===== src/rtl/ramp_pkg.sv =====
package ramp_pkg;
  typedef enum logic [1:0] {
    DIR_HOLD = 2'd0,
    DIR_UP   = 2'd1,
    DIR_DOWN = 2'd2
  } step_dir_e;
endpackage


===== src/rtl/ramp_step_count.sv =====
module ramp_step_count #(
  parameter int W     = 15,
  parameter int SHIFT = 9,
  parameter int CW    = W - SHIFT + 1
) (
  input  logic [W-1:0]  val_i,
  output logic [CW-1:0] cnt_o
);
  // brighter start value -> more unit steps this tick
  always_comb cnt_o = CW'(val_i >> SHIFT) + CW'(1);
endmodule


===== src/rtl/ramp_lane.sv =====
module ramp_lane
  import ramp_pkg::*;
#(
  parameter int W  = 8,
  parameter int CW = 7
) (
  input  logic          clk_i,
  input  logic          rst_ni,
  input  logic          start_i,
  input  logic          force_i,
  input  logic [CW-1:0] cnt_i,
  input  logic [W-1:0]  tgt_i,
  output logic [W-1:0]  val_o,
  output logic [W-1:0]  tgt_o,
  output logic [CW-1:0] left_o,
  output logic [W-1:0]  nxt_o
);
  logic [W-1:0]  val_q, tgt_q, stepped;
  logic [CW-1:0] left_q;
  step_dir_e     dir;

  always_comb begin
    if (val_q < tgt_q)      dir = DIR_UP;
    else if (val_q > tgt_q) dir = DIR_DOWN;
    else                    dir = DIR_HOLD;
  end

  always_comb begin
    unique case (dir)
      DIR_UP:   stepped = val_q + W'(1);
      DIR_DOWN: stepped = val_q - W'(1);
      default:  stepped = val_q;
    endcase
  end

  always_ff @(posedge clk_i or negedge rst_ni) begin
    if (!rst_ni) begin
      val_q  <= '0;
      tgt_q  <= '0;
      left_q <= '0;
    end else if (start_i) begin
      tgt_q  <= tgt_i;
      left_q <= cnt_i;
      if (force_i) val_q <= tgt_i;
    end else if (left_q != '0) begin
      val_q  <= stepped;
      left_q <= left_q - CW'(1);
    end
  end

  assign val_o  = val_q;
  assign tgt_o  = tgt_q;
  assign left_o = left_q;
  assign nxt_o  = (left_q != '0) ? stepped : val_q;
endmodule


===== src/rtl/ramp_stepper.sv =====
module ramp_stepper #(
  parameter int PRI_W     = 15,
  parameter int SEC_W     = 8,
  parameter int SHIFT     = 9,
  parameter int SEC_STEPS = 4,
  parameter int MAX_LVL   = 255 << 7
) (
  input  logic             clk_i,
  input  logic             rst_ni,
  input  logic             tick_i,
  input  logic [PRI_W-1:0] pri_tgt_i,
  input  logic [SEC_W-1:0] sec_tgt_i,
  output logic [PRI_W-1:0] pri_o,
  output logic [SEC_W-1:0] sec_o,
  output logic             busy_o,
  output logic             done_o
);
  localparam int CW = PRI_W - SHIFT + 1;
  localparam logic [PRI_W-1:0] MAX_V = PRI_W'(MAX_LVL);

  logic             busy_q, done_q, accept, jump, finish;
  logic [CW-1:0]    pri_cnt, pri_left, sec_left;
  logic [PRI_W-1:0] pri_tgt_q, pri_nxt;
  logic [SEC_W-1:0] sec_tgt_q, sec_nxt;

  assign accept = tick_i && !busy_q;
  assign jump   = ((pri_o == MAX_V) && (pri_tgt_i == '0)) ||
                  ((pri_o == '0) && (pri_tgt_i == MAX_V));
  assign finish = busy_q && (pri_left <= CW'(1)) && (sec_left <= CW'(1));

  ramp_step_count #(.W(PRI_W), .SHIFT(SHIFT), .CW(CW)) u_cnt (
    .val_i (pri_o),
    .cnt_o (pri_cnt)
  );

  ramp_lane #(.W(PRI_W), .CW(CW)) u_pri (
    .clk_i   (clk_i),
    .rst_ni  (rst_ni),
    .start_i (accept),
    .force_i (jump),
    .cnt_i   (pri_cnt),
    .tgt_i   (pri_tgt_i),
    .val_o   (pri_o),
    .tgt_o   (pri_tgt_q),
    .left_o  (pri_left),
    .nxt_o   (pri_nxt)
  );

  ramp_lane #(.W(SEC_W), .CW(CW)) u_sec (
    .clk_i   (clk_i),
    .rst_ni  (rst_ni),
    .start_i (accept),
    .force_i (1'b0),
    .cnt_i   (CW'(SEC_STEPS)),
    .tgt_i   (sec_tgt_i),
    .val_o   (sec_o),
    .tgt_o   (sec_tgt_q),
    .left_o  (sec_left),
    .nxt_o   (sec_nxt)
  );

  always_ff @(posedge clk_i or negedge rst_ni) begin
    if (!rst_ni) begin
      busy_q <= 1'b0;
      done_q <= 1'b0;
    end else if (accept) begin
      busy_q <= 1'b1;
    end else if (finish) begin
      busy_q <= 1'b0;
      done_q <= (pri_nxt == pri_tgt_q) && (sec_nxt == sec_tgt_q);
    end
  end

  assign busy_o = busy_q;
  assign done_o = done_q;
endmodule


===== config.mk =====
export PLATFORM = sky130hd
export DESIGN_NAME = ramp_stepper
export DESIGN_NICKNAME = d
export VERILOG_FILES = /design/src/rtl/ramp_pkg.sv /design/src/rtl/ramp_step_count.sv /design/src/rtl/ramp_lane.sv /design/src/rtl/ramp_stepper.sv
export SDC_FILE = /design/constraint.sdc
export NUM_CORES = 1
export LEC_CHECK = 0
export CAP_MARGIN = 5
export CORE_MARGIN = 2
export CORE_UTILIZATION = 54
export DETAILED_ROUTE_END_ITERATION = 12
export DONT_BUFFER_PORTS = 1
export PLACE_DENSITY = 0.69
export SETUP_SLACK_MARGIN = 0.3
export SYNTH_ARGS = -nofsm -noshare
export SYNTH_HDL_FRONTEND = slang
export SYNTH_SLANG_ARGS = --single-unit
export TNS_END_PERCENT = 50

===== constraint.sdc =====
create_clock -name clk_i -period 6 [get_ports clk_i]
set_clock_uncertainty 0.2 [all_clocks]
set_input_delay 0.9 -clock clk_i [delete_from_list [all_inputs] [get_ports clk_i]]
set_output_delay 0.9 -clock clk_i [all_outputs]
set_load 0.005 [all_outputs]

==> key figures, run 1 <==
Yosys
  – Syn Area/Cell: 8.53 um^2
  – Sequential fraction of the synthesis area: 30.6%
  – Area contributors post-synth: dfrtp_1 31%, ha_1 12%, xnor2_1 5.7%, o21ai_0 4.8%, nand2_1 4.4%
  – Unique masters post-synth: 65
  – Gate Count Post-Synth: 594
  – Synth Warn #: 0
  – Post-synthesis register bit count: 62
  – Mapped Nets: 670
  – Syn Std Cell Area: 5070 um^2
  – Synth top area share: 30.6%
  – Post-synth EDFFs: 0
  – Async set-reset flop share out of synthesis: 100%
  – Top_reg_cell synth: dfrtp_1
  – Cell taking the most area after synthesis: dfrtp_1

Timing
  – Max-slew violations: 0
  – # setup viols final: 0
  – Hold_ws: 0.0349 ns
  – Hold Vio Cnt, Final: 0
  – Final Critical Period: 5.23 ns
  – Fmax: 0.191 GHz
  – Worst slew margin: 51.5%
  – Unrepaired setup endpoints after global routing: no
  – Setup_tns: 0 ns
  – Tightest Pin Transition: 0.725 ns
  – Final Cycle Share: 87.1%

Clock network
  – Worst-Skew Late Latency: 0.35 ns
  – TritonCTS clock tree: done
  – Num CTS Buffers: 9
  – CTS max path bufs: 2
  – # Post-CTS Setup Buffers: 0
  – Root Buffer: clkbuf_8
  – CTS Sinks: 62
  – Reg clk slew, reported paths: 0.08 ns
  – H-tree levels: 3

Cells and area
  – Final Core Density: 59.0%
  – Reg area: 1550 um^2
  – Layout cells sized above 1: 6.48%
  – ANT cells: 0
  – FILL cells: 814
  – Multi-input gate area: 3310 um^2
  – Area Growth Syn to Fin: 6.57%
  – Post-layout nets: 674

Placement
  – PortBufs: 0
  – Hpwl dp: 10100 um
  – GP Congestion: 0.952

GRT
  – GRT Overall Usage: 27.6%
  – First-pass GRT wire length: 22100 um
  – Largest net degree at the start of global routing: 63
  – GRT Residual Overflow: 0
  – Vias in the first global route: 4520
  – Initial antenna violation count: 0

Drt
  – Initial DRC Count: 239
  – Total routed wirelength: 13500 um
  – Drt wl/cell: 18.9 um
  – Vias/cell: 6.33
  – Via count: 4510
  – Remaining DRCs: 0
  – Routed Antenna Nets: 0
  – Detailed Routing Iterations Pass 1: 5

Floorplan
  – # rows: 35
  – Die area: 10200 um^2
  – Starting density of the core: 55.4%
  – Core ar.: 9150 um^2
  – Die Ht: 101 um
  – Die width: 101 um
  – Io pins: 51

Worst setup path
  – Critical R2R Launch: u_pri.val_o[0]
  – Critical Path AT: 5.26 ns
  – Kind of critical path: flop to flop
  – Worst setup endpoint: done_o
  – Crit Path Max Fanout: 14
  – Crit end category: flop
  – Worst r2r path cells: 18
  – Worst Path Required: 6.04 ns
  – Startpoint Class: flop
  – Setup slack, reg-to-reg: 0.77 ns
  – Crit path launch: u_pri.val_o[0]
  – FF-to-FF End: done_o

Hold path
  – Hold Path Class: input pin to asynchronous set/reset pin

Run status
  – Status: completed

Job
  – Max-cap violations: 0
cells in the final DEF (no fill, tap or decap), drive strengths merged, types with 3 or more instances in the layout:
master,count
dfrtp,62
nand2,60
nor2,54
o21ai,49
ha,48
inv,37
xnor2,33
a21oi,31
nand3,20
nor3,19
xor2,17
nor4,13
clkbuf,11
nand4,10
a211oi,9
buf,9
o21bai,7
nor2b,7
a221oi,6
nand2b,6
a21o,6
o22ai,6
mux2,5
mux2i,5
and3,5
a31oi,5
or3,4
xnor3,4
o211ai,4
a2111oi,4
nor3b,3
o21a,3
a21boi,3
worst max-delay path: stages (launching register included):
cell and delay [ns]:
dfrtp_1 0.58, inv_1 0.09, ha_1 0.20, nand3b_1 0.15, a21oi_1 0.19, a2111oi_2 0.09
o31ai_1 0.34, inv_1 0.10, nor2_2 0.53, ha_1 0.43, and3_1 0.23, a2111oi_0 0.64
a21boi_1 0.19, a2111oi_0 0.37, nor4_1 0.10, a22oi_1 0.24, a221oi_1 0.08, and4_1 0.21
a21o_1 0.15
per-layer routing:
| metal | vias to the layer above | track usage, % | share of wire (%) |
|---|---|---|---|
| li1 | 2163 | - | - |
| met5 | - | 0 | 0 |
| met3 | 41 | 5.06 | 6.1 |
| met1 | 2149 | 35.0 | 42 |
| met2 | 157 | 45.2 | 48 |
| met4 | 0 | 13.6 | 3.8 |
flip-flops by register name, indices dropped and copies added (netlist names):
name / cells
busy_o: 1
u_sec.tgt_o: 8
u_pri.left_o: 7
u_pri.val_o: 15
u_sec.val_o: 8
u_pri.tgt_o: 15
u_sec.left_o: 7
done_o: 1
area by class of cell:
type                            instances  share of cell area, %
Clock inverter                          4                  0.881
Inverter                               37                   2.57
Timing Repair Buffer                    9                   1.25
Clock buffer                           11                   2.62
Sequential cell                        62                   28.7
Tap cell                              111                   2.57
Multi-Input combinational cell        479                   61.4
stage by stage:
step	instances	setup WS, ns	cell area, um^2
2_1_floorplan	594	1.27	5070
3_3_place_gp	698	0.704	5210
3_5_place_dp	698	0.596	5210
4_1_cts	713	0.541	5400
5_1_grt	713	0.319	5400
6_report	713	0.773	5400
cells in the mapped netlist, drive strengths merged (4+ instances only):
cell,n
dfrtp,62
nand2,60
nor2,54
o21ai,49
ha,48
inv,37
xnor2,33
a21oi,31
nand3,20
nor3,19
xor2,17
nor4,13
clkbuf,11
nand4,10
a211oi,9
nor2b,7
o21bai,7
a21o,6
a221oi,6
nand2b,6
o22ai,6
a31oi,5
and3,5
buf,5
mux2,5
mux2i,5
a2111oi,4
o211ai,4
or3,4
xnor3,4
what timing repair did:
item | 4_1_cts | 5_1_grt
setup endpoints to repair | 0 | 1
hold buffers | 0 | 0
resized for setup | 0 | 1
how the worst min path moves through the flow:
| stage | end | slack (ns) | depth (start not counted) |
|---|---|---|---|
| final | u_sec.tgt_o[1] | 0.03 | 0 |
| after global routing | u_sec.val_o[1] | 0.03 | 0 |
| after CTS | u_sec.tgt_o[1] | 0.03 | 0 |
| after detailed placement | u_sec.left_o[6] | 0.30 | 2 |
| after global placement | u_sec.left_o[6] | 0.29 | 2 |
| after floorplan | done_o | 0.27 | 1 |
cells by family (layout without fill, tap and decap cells):
family / after synthesis / count (layout) / share of synthesized area [%]
AND/OR/NAND/NOR: 212 / 212 / 20.4
multiplexers: 10 / 10 / 2.10
flip-flops: 62 / 62 / 30.6
buffers and inverters: 53 / 61 / 4.17
AO/OA/AOI/OAI: 153 / 153 / 19.6
adder cells (fa/ha/maj): 50 / 50 / 12.6
XOR/XNOR: 54 / 54 / 10.4
Power of run 1 is left out: the tool's default activity adds up to more than one toggle a clock period on the data nets, which glitch-free logic cannot reach.
==> inputs of run 2 (changes only) <==
--- a/config.mk
+++ b/config.mk
@@ -10,7 +10,7 @@
 export CORE_UTILIZATION = 54
 export DETAILED_ROUTE_END_ITERATION = 12
 export DONT_BUFFER_PORTS = 1
-export PLACE_DENSITY = 0.69
+export PLACE_DENSITY = 0.74
 export SETUP_SLACK_MARGIN = 0.3
 export SYNTH_ARGS = -nofsm -noshare
 export SYNTH_HDL_FRONTEND = slang
==> constraint.sdc (replaced) <==
create_clock -name clk_i -period 5 [get_ports clk_i]
set_clock_uncertainty 0.2 [all_clocks]
set_input_delay 0.75 -clock clk_i [delete_from_list [all_inputs] [get_ports clk_i]]
set_output_delay 0.75 -clock clk_i [all_outputs]
set_load 0.005 [all_outputs]
==> run 2 against run 1 <==
Effect of this change: first-iteration DRC count grew 35%; worst hold slack gained 0.027 ns; maximum frequency rose by 15%; worst setup slack got worse by 0.32 ns; final cell count rose by 3.4%; routed wire length up 4.3%; register-to-register slack worse by 0.32 ns; final area is 6.9% higher; non-clock buffer count increased by 23; clock-buffer cell count down 2; via count up 3.3%.
==> key figures, run 2 (synthesis gave the netlist of run 1 again) <==
GRT
  – Met1 usage: 35.0%
  – First-pass GRT wire length: 21800 um
  – GRT Residual Overflow: 0
  – Met2 Use GR: 45.5%
  – Busiest grt layer: met2
  – Met3 global-route usage: 4.92%
  – Largest net degree at the start of global routing: 63
  – Vias in the first global route: 4393
  – Initial antenna violation count: 0
  – GRT Overall Usage: 27.4%

Worst setup path
  – Worst r2r path cells: 20
  – Critical R2R Launch: u_pri.tgt_o[4]
  – Startpoint Class: flop
  – Crit end category: flop
  – Kind of critical path: flop to flop
  – Worst Path Required: 5.05 ns
  – Setup slack, reg-to-reg: 0.45 ns
  – Worst setup endpoint: done_o
  – Crit path launch: u_pri.tgt_o[4]
  – Critical Path AT: 4.60 ns
  – Crit Path Max Fanout: 7
  – FF-to-FF End: done_o

Floorplan
  – Io pins: 51
  – Starting density of the core: 55.4%
  – Die Ht: 101 um
  – # rows: 35
  – Core ar.: 9150 um^2
  – Die area: 10200 um^2
  – Die width: 101 um

Cells and area
  – Final Non-Filler Cells: 737
  – Layout cells sized above 1: 13.9%
  – Post-layout nets: 697
  – Multi-input gate area: 3480 um^2
  – Final Core Density: 63.1%
  – Reg area: 1550 um^2
  – Most frequent cells in the layout: 62 x dfrtp_1, 60 x nand2_1, 53 x nor2_1
  – ANT cells: 0
  – Area Growth Syn to Fin: 14.0%
  – FILL cells: 745
  – Commonest non-fill, non-tap cell in the layout: dfrtp_1

Drt
  – Detailed Routing Iterations Pass 1: 6
  – Routed Antenna Nets: 0
  – Initial DRC Count: 322
  – Via count: 4661
  – Remaining DRCs: 0
  – Vias/cell: 6.32
  – Total routed wirelength: 14000 um
  – Drt wl/cell: 19.1 um

Timing
  – Tightest Pin Transition: 0.804 ns
  – Hold_ws: 0.0618 ns
  – Max-slew violations: 0
  – Final Critical Period: 4.55 ns
  – Hold Vio Cnt, Final: 0
  – Worst slew margin: 46.2%
  – Setup_tns: 0 ns
  – # setup viols final: 0
  – Fmax: 0.220 GHz
  – Final Cycle Share: 90.9%
  – Unrepaired setup endpoints after global routing: no

Hold path
  – Hold Path Class: input pin to asynchronous set/reset pin

Clock network
  – Num CTS Buffers: 9
  – Worst-Skew Late Latency: 0.35 ns
  – TritonCTS clock tree: done
  – Root Buffer: clkbuf_8
  – CTS Sinks: 62
  – CTS max path bufs: 2
  – H-tree levels: 3
  – Reg clk slew, reported paths: 0.08 ns

Placement
  – Hpwl dp: 10200 um
  – Dpl cells: 707
  – PortBufs: 0
  – GP Congestion: 0.935

Job
  – Max-cap violations: 0

Run status
  – Status: completed
[run 2: changes by cell type in the layout (fill, tap and decap cells not counted), sizes merged]
cell      previous run  this run
buf                  9        32
clkbuf              11         9
clkinv               2         3
clkinvlp             1         3
[run 2: per-layer routing]
metal / part of all wire (%) / vias up / routed length [um]
met5: 0 / - / 0
li1: - / 2212 / -
met1: 41 / 2196 / 5770
met2: 48 / 208 / 6730
met3: 7.3 / 45 / 1030
met4: 3.7 / 0 / 515
[run 2: worst min-delay path by stage]
stage,start,end,depth (start not counted)
6_report,rst_ni,u_pri.left_o[1],1
5_1_grt,rst_ni,u_sec.left_o[4],1
2_1_floorplan,rst_ni,busy_o,0
4_1_cts,rst_ni,busy_o,1
3_5_place_dp,rst_ni,u_sec.left_o[4],0
3_3_place_gp,rst_ni,u_sec.left_o[4],0
[run 2: worst max-delay path: stages (launching register included)]
cell and delay, ns:
dfrtp_1 0.42, inv_1 0.07, ha_1 0.30, nand4_1 0.14, a21oi_2 0.18, a2111oi_4 0.06, o31ai_2 0.28, inv_1 0.11
nor2_4 0.23, buf_4 0.17, ha_4 0.21, and3_1 0.20, a2111oi_2 0.41, buf_4 0.19, a21boi_1 0.09, a2111oi_1 0.34
nor4_1 0.10, a22oi_1 0.27, a221oi_1 0.09, and4_1 0.23, a21o_1 0.15
[run 2: metrics by stage]
| stage | instance area (um^2) | worst slack [ns] |
|---|---|---|
| 2_1_floorplan | 5070 | 0.474 |
| 3_3_place_gp | 5280 | 0.111 |
| 3_5_place_dp | 5280 | -0.115 |
| 4_1_cts | 5550 | 0.304 |
| 5_1_grt | 5770 | 0.255 |
| 6_report | 5770 | 0.453 |
[run 2: final cells by class]
cell class / count / share of cell area (%)
sequential: 62 / 26.9
multi-input combinational: 479 / 60.4
clock inverter: 7 / 1.30
timing repair buffer: 32 / 4.51
tap: 111 / 2.41
inverter: 37 / 2.41
clock buffer: 9 / 2.15
[run 2: repair_timing]
| item | in CTS | in global routing |
|---|---|---|
| hold buffers | 1 | 0 |
| buffers inserted | 2 | 11 |
| gates resized for setup | 6 | 30 |
| endpoints found under the hold margin | 62 | 0 |
| endpoints found under the setup margin | 2 | 2 |
| pin swaps | 3 | 10 |
Power of run 2 is left out for the same reason.
==> inputs of run 3 (changes only) <==
--- a/config.mk
+++ b/config.mk
@@ -7,10 +7,10 @@
 export LEC_CHECK = 0
 export CAP_MARGIN = 5
 export CORE_MARGIN = 2
-export CORE_UTILIZATION = 54
+export CORE_UTILIZATION = 30
 export DETAILED_ROUTE_END_ITERATION = 12
 export DONT_BUFFER_PORTS = 1
-export PLACE_DENSITY = 0.74
+export PLACE_DENSITY = 0.49
 export SETUP_SLACK_MARGIN = 0.3
 export SYNTH_ARGS = -nofsm -noshare
 export SYNTH_HDL_FRONTEND = slang
==> run 3 against run 2 <==
Effect of this change: maximum frequency rose by 0.71%; final cell count rose by 16%; critical endpoint unchanged; final area rose by 5.3%; register-to-register slack improved by 0.03 ns; flip-flop and latch count did not move; worst hold slack barely moved; sequential share of layout area fell by 1.3 points; critical path type unchanged.
==> key figures, run 3 (synthesis gave the netlist of run 1 again) <==
Timing
  – # setup viols final: 0
  – Final Critical Period: 4.52 ns
  – Hold Vio Cnt, Final: 0
  – Max-slew violations: 0
  – Final Cycle Share: 90.3%
  – Tightest Pin Transition: 0.900 ns
  – Fmax: 0.221 GHz
  – Worst slew margin: 39.8%
  – Setup_tns: 0 ns
  – Unrepaired setup endpoints after global routing: no

Clock network
  – Reg clk slew, reported paths: 0.05 ns
  – CTS Sinks: 62
  – Num CTS Buffers: 9
  – Worst-Skew Late Latency: 0.35 ns
  – TritonCTS clock tree: done
  – H-tree levels: 3
  – Root Buffer: clkbuf_16
  – CTS max path bufs: 2

Cells and area
  – Reg area: 1550 um^2
  – Multi-input gate area: 3480 um^2
  – Final Non-Filler Cells: 852
  – Post-layout nets: 703
  – ANT cells: 0
  – Most frequent cells in the layout: 61 x dfrtp_1, 60 x nand2_1, 53 x nor2_1
  – Layout cells sized above 1: 15.2%
  – FILL cells: 1705
  – Area Growth Syn to Fin: 20.0%
  – Commonest non-fill, non-tap cell in the layout: dfrtp_1

Drt
  – Detailed Routing Iterations Pass 1: 4
  – Drt wl/cell: 18.2 um
  – Via count: 4570
  – Vias/cell: 5.36
  – Routed Antenna Nets: 0
  – M1 WL: 7040 um
  – Initial DRC Count: 224
  – Routed length on met2: 7290 um
  – Met3 WL: 869 um
  – Total routed wirelength: 15500 um
  – Max Used Layer: met4
  – Remaining DRCs: 0

GRT
  – GRT Overall Usage: 18.0%
  – First-pass GRT wire length: 25100 um
  – Vias in the first global route: 4539
  – GRT Residual Overflow: 0
  – Largest net degree at the start of global routing: 63
  – Initial antenna violation count: 0

Floorplan
  – Core ar.: 16500 um^2
  – Io pins: 51
  – Starting density of the core: 30.7%
  – Die width: 134 um
  – Die area: 17900 um^2
  – # rows: 47
  – Die Ht: 134 um

Hold path
  – Hold Path Class: input pin to asynchronous set/reset pin

Worst setup path
  – Crit-path slowest cell: or3b_2
  – Startpoint Class: flop
  – Worst Path Required: 5.04 ns
  – CP peak stage delay: 0.44 ns
  – Kind of critical path: flop to flop
  – Crit-path most repeated cell: a21o_1
  – Critical Path AT: 4.55 ns
  – Crit-path cells: inv_2 > ha_1 > a21oi_1 > o21ai_1 > a221oi_2 > buf_4 > o31ai_4 > inv_2 > nor2_4 > buf_12 > buf_6 > ha_1 > a21o_1 > a21o_1 > nor3_2 > o21ai_2 > nand3_1 > or3b_2 > a41o_1 > and4_1 > a21o_1
  – Crit Path Max Fanout: 8
  – Crit end category: flop

Placement
  – PortBufs: 0
  – Hpwl dp: 11600 um
  – Dpl cells: 822
  – GP Congestion: 0.930

Run status
  – Status: completed

Job
  – Max-cap violations: 0
run 3: worst paths after layout:
kind | cells past startpoint | from | endpoint | slack (ns)
worst max-delay path | 21 | u_pri.tgt_o[10] | done_o | 0.48
max in group asynchronous | 1 | rst_ni | u_sec.val_o[3] | 4.22
worst min register to register | 2 | u_sec.left_o[6] | u_sec.left_o[6] | 0.30
min in group clk_i | 2 | u_sec.left_o[6] | u_sec.left_o[6] | 0.30
worst min-delay path | 1 | rst_ni | u_sec.left_o[4] | 0.06
worst max register to register | 21 | u_pri.tgt_o[10] | done_o | 0.48
run 3: cell type report:
cell class | instances | share of cell area (%)
clock buffer | 10 | 3.77
clock inverter | 6 | 1.42
inverter | 37 | 2.28
multi-input combinational | 479 | 57.2
sequential | 62 | 25.5
tap | 220 | 4.53
timing repair buffer | 38 | 5.29
run 3: what timing repair did:
action | CTS | global route
endpoints found under the setup margin | 1 | 1
pin swaps | 3 | 10
hold endpoints to repair | 62 | 0
setup buffers | 2 | 11
gates resized for setup | 6 | 34
hold buffers | 1 | 0
run 3: metrics by stage:
stage	setup WS [ns]	utilization, %	cell area, um^2	hold slack [ns]
floorplan	0.474	-	5070	0.254
global placement	0.00679	33.0	5460	0.258
detailed placement	-0.114	33.0	5460	0.258
CTS	0.317	35.4	5850	0.0953
global route	0.289	36.8	6080	0.0991
finish	0.485	36.8	6080	0.0622
run 3: worst max-delay path, delay by kind of cell (launching register included):
family,cells,cell delay [ns]
compound gates,9,1.52
simple gates,5,1.04
buf+inv,5,0.63
fa+ha+maj,2,0.61
flops,1,0.39
run 3: routing by layer:
layer / GRT usage (%) / vias to the layer above
met5: 0 / -
met4: 6.62 / 0
met3: 3.51 / 19
met2: 29.3 / 103
met1: 23.7 / 2232
li1: - / 2216
Power of run 3 is left out for the same reason.
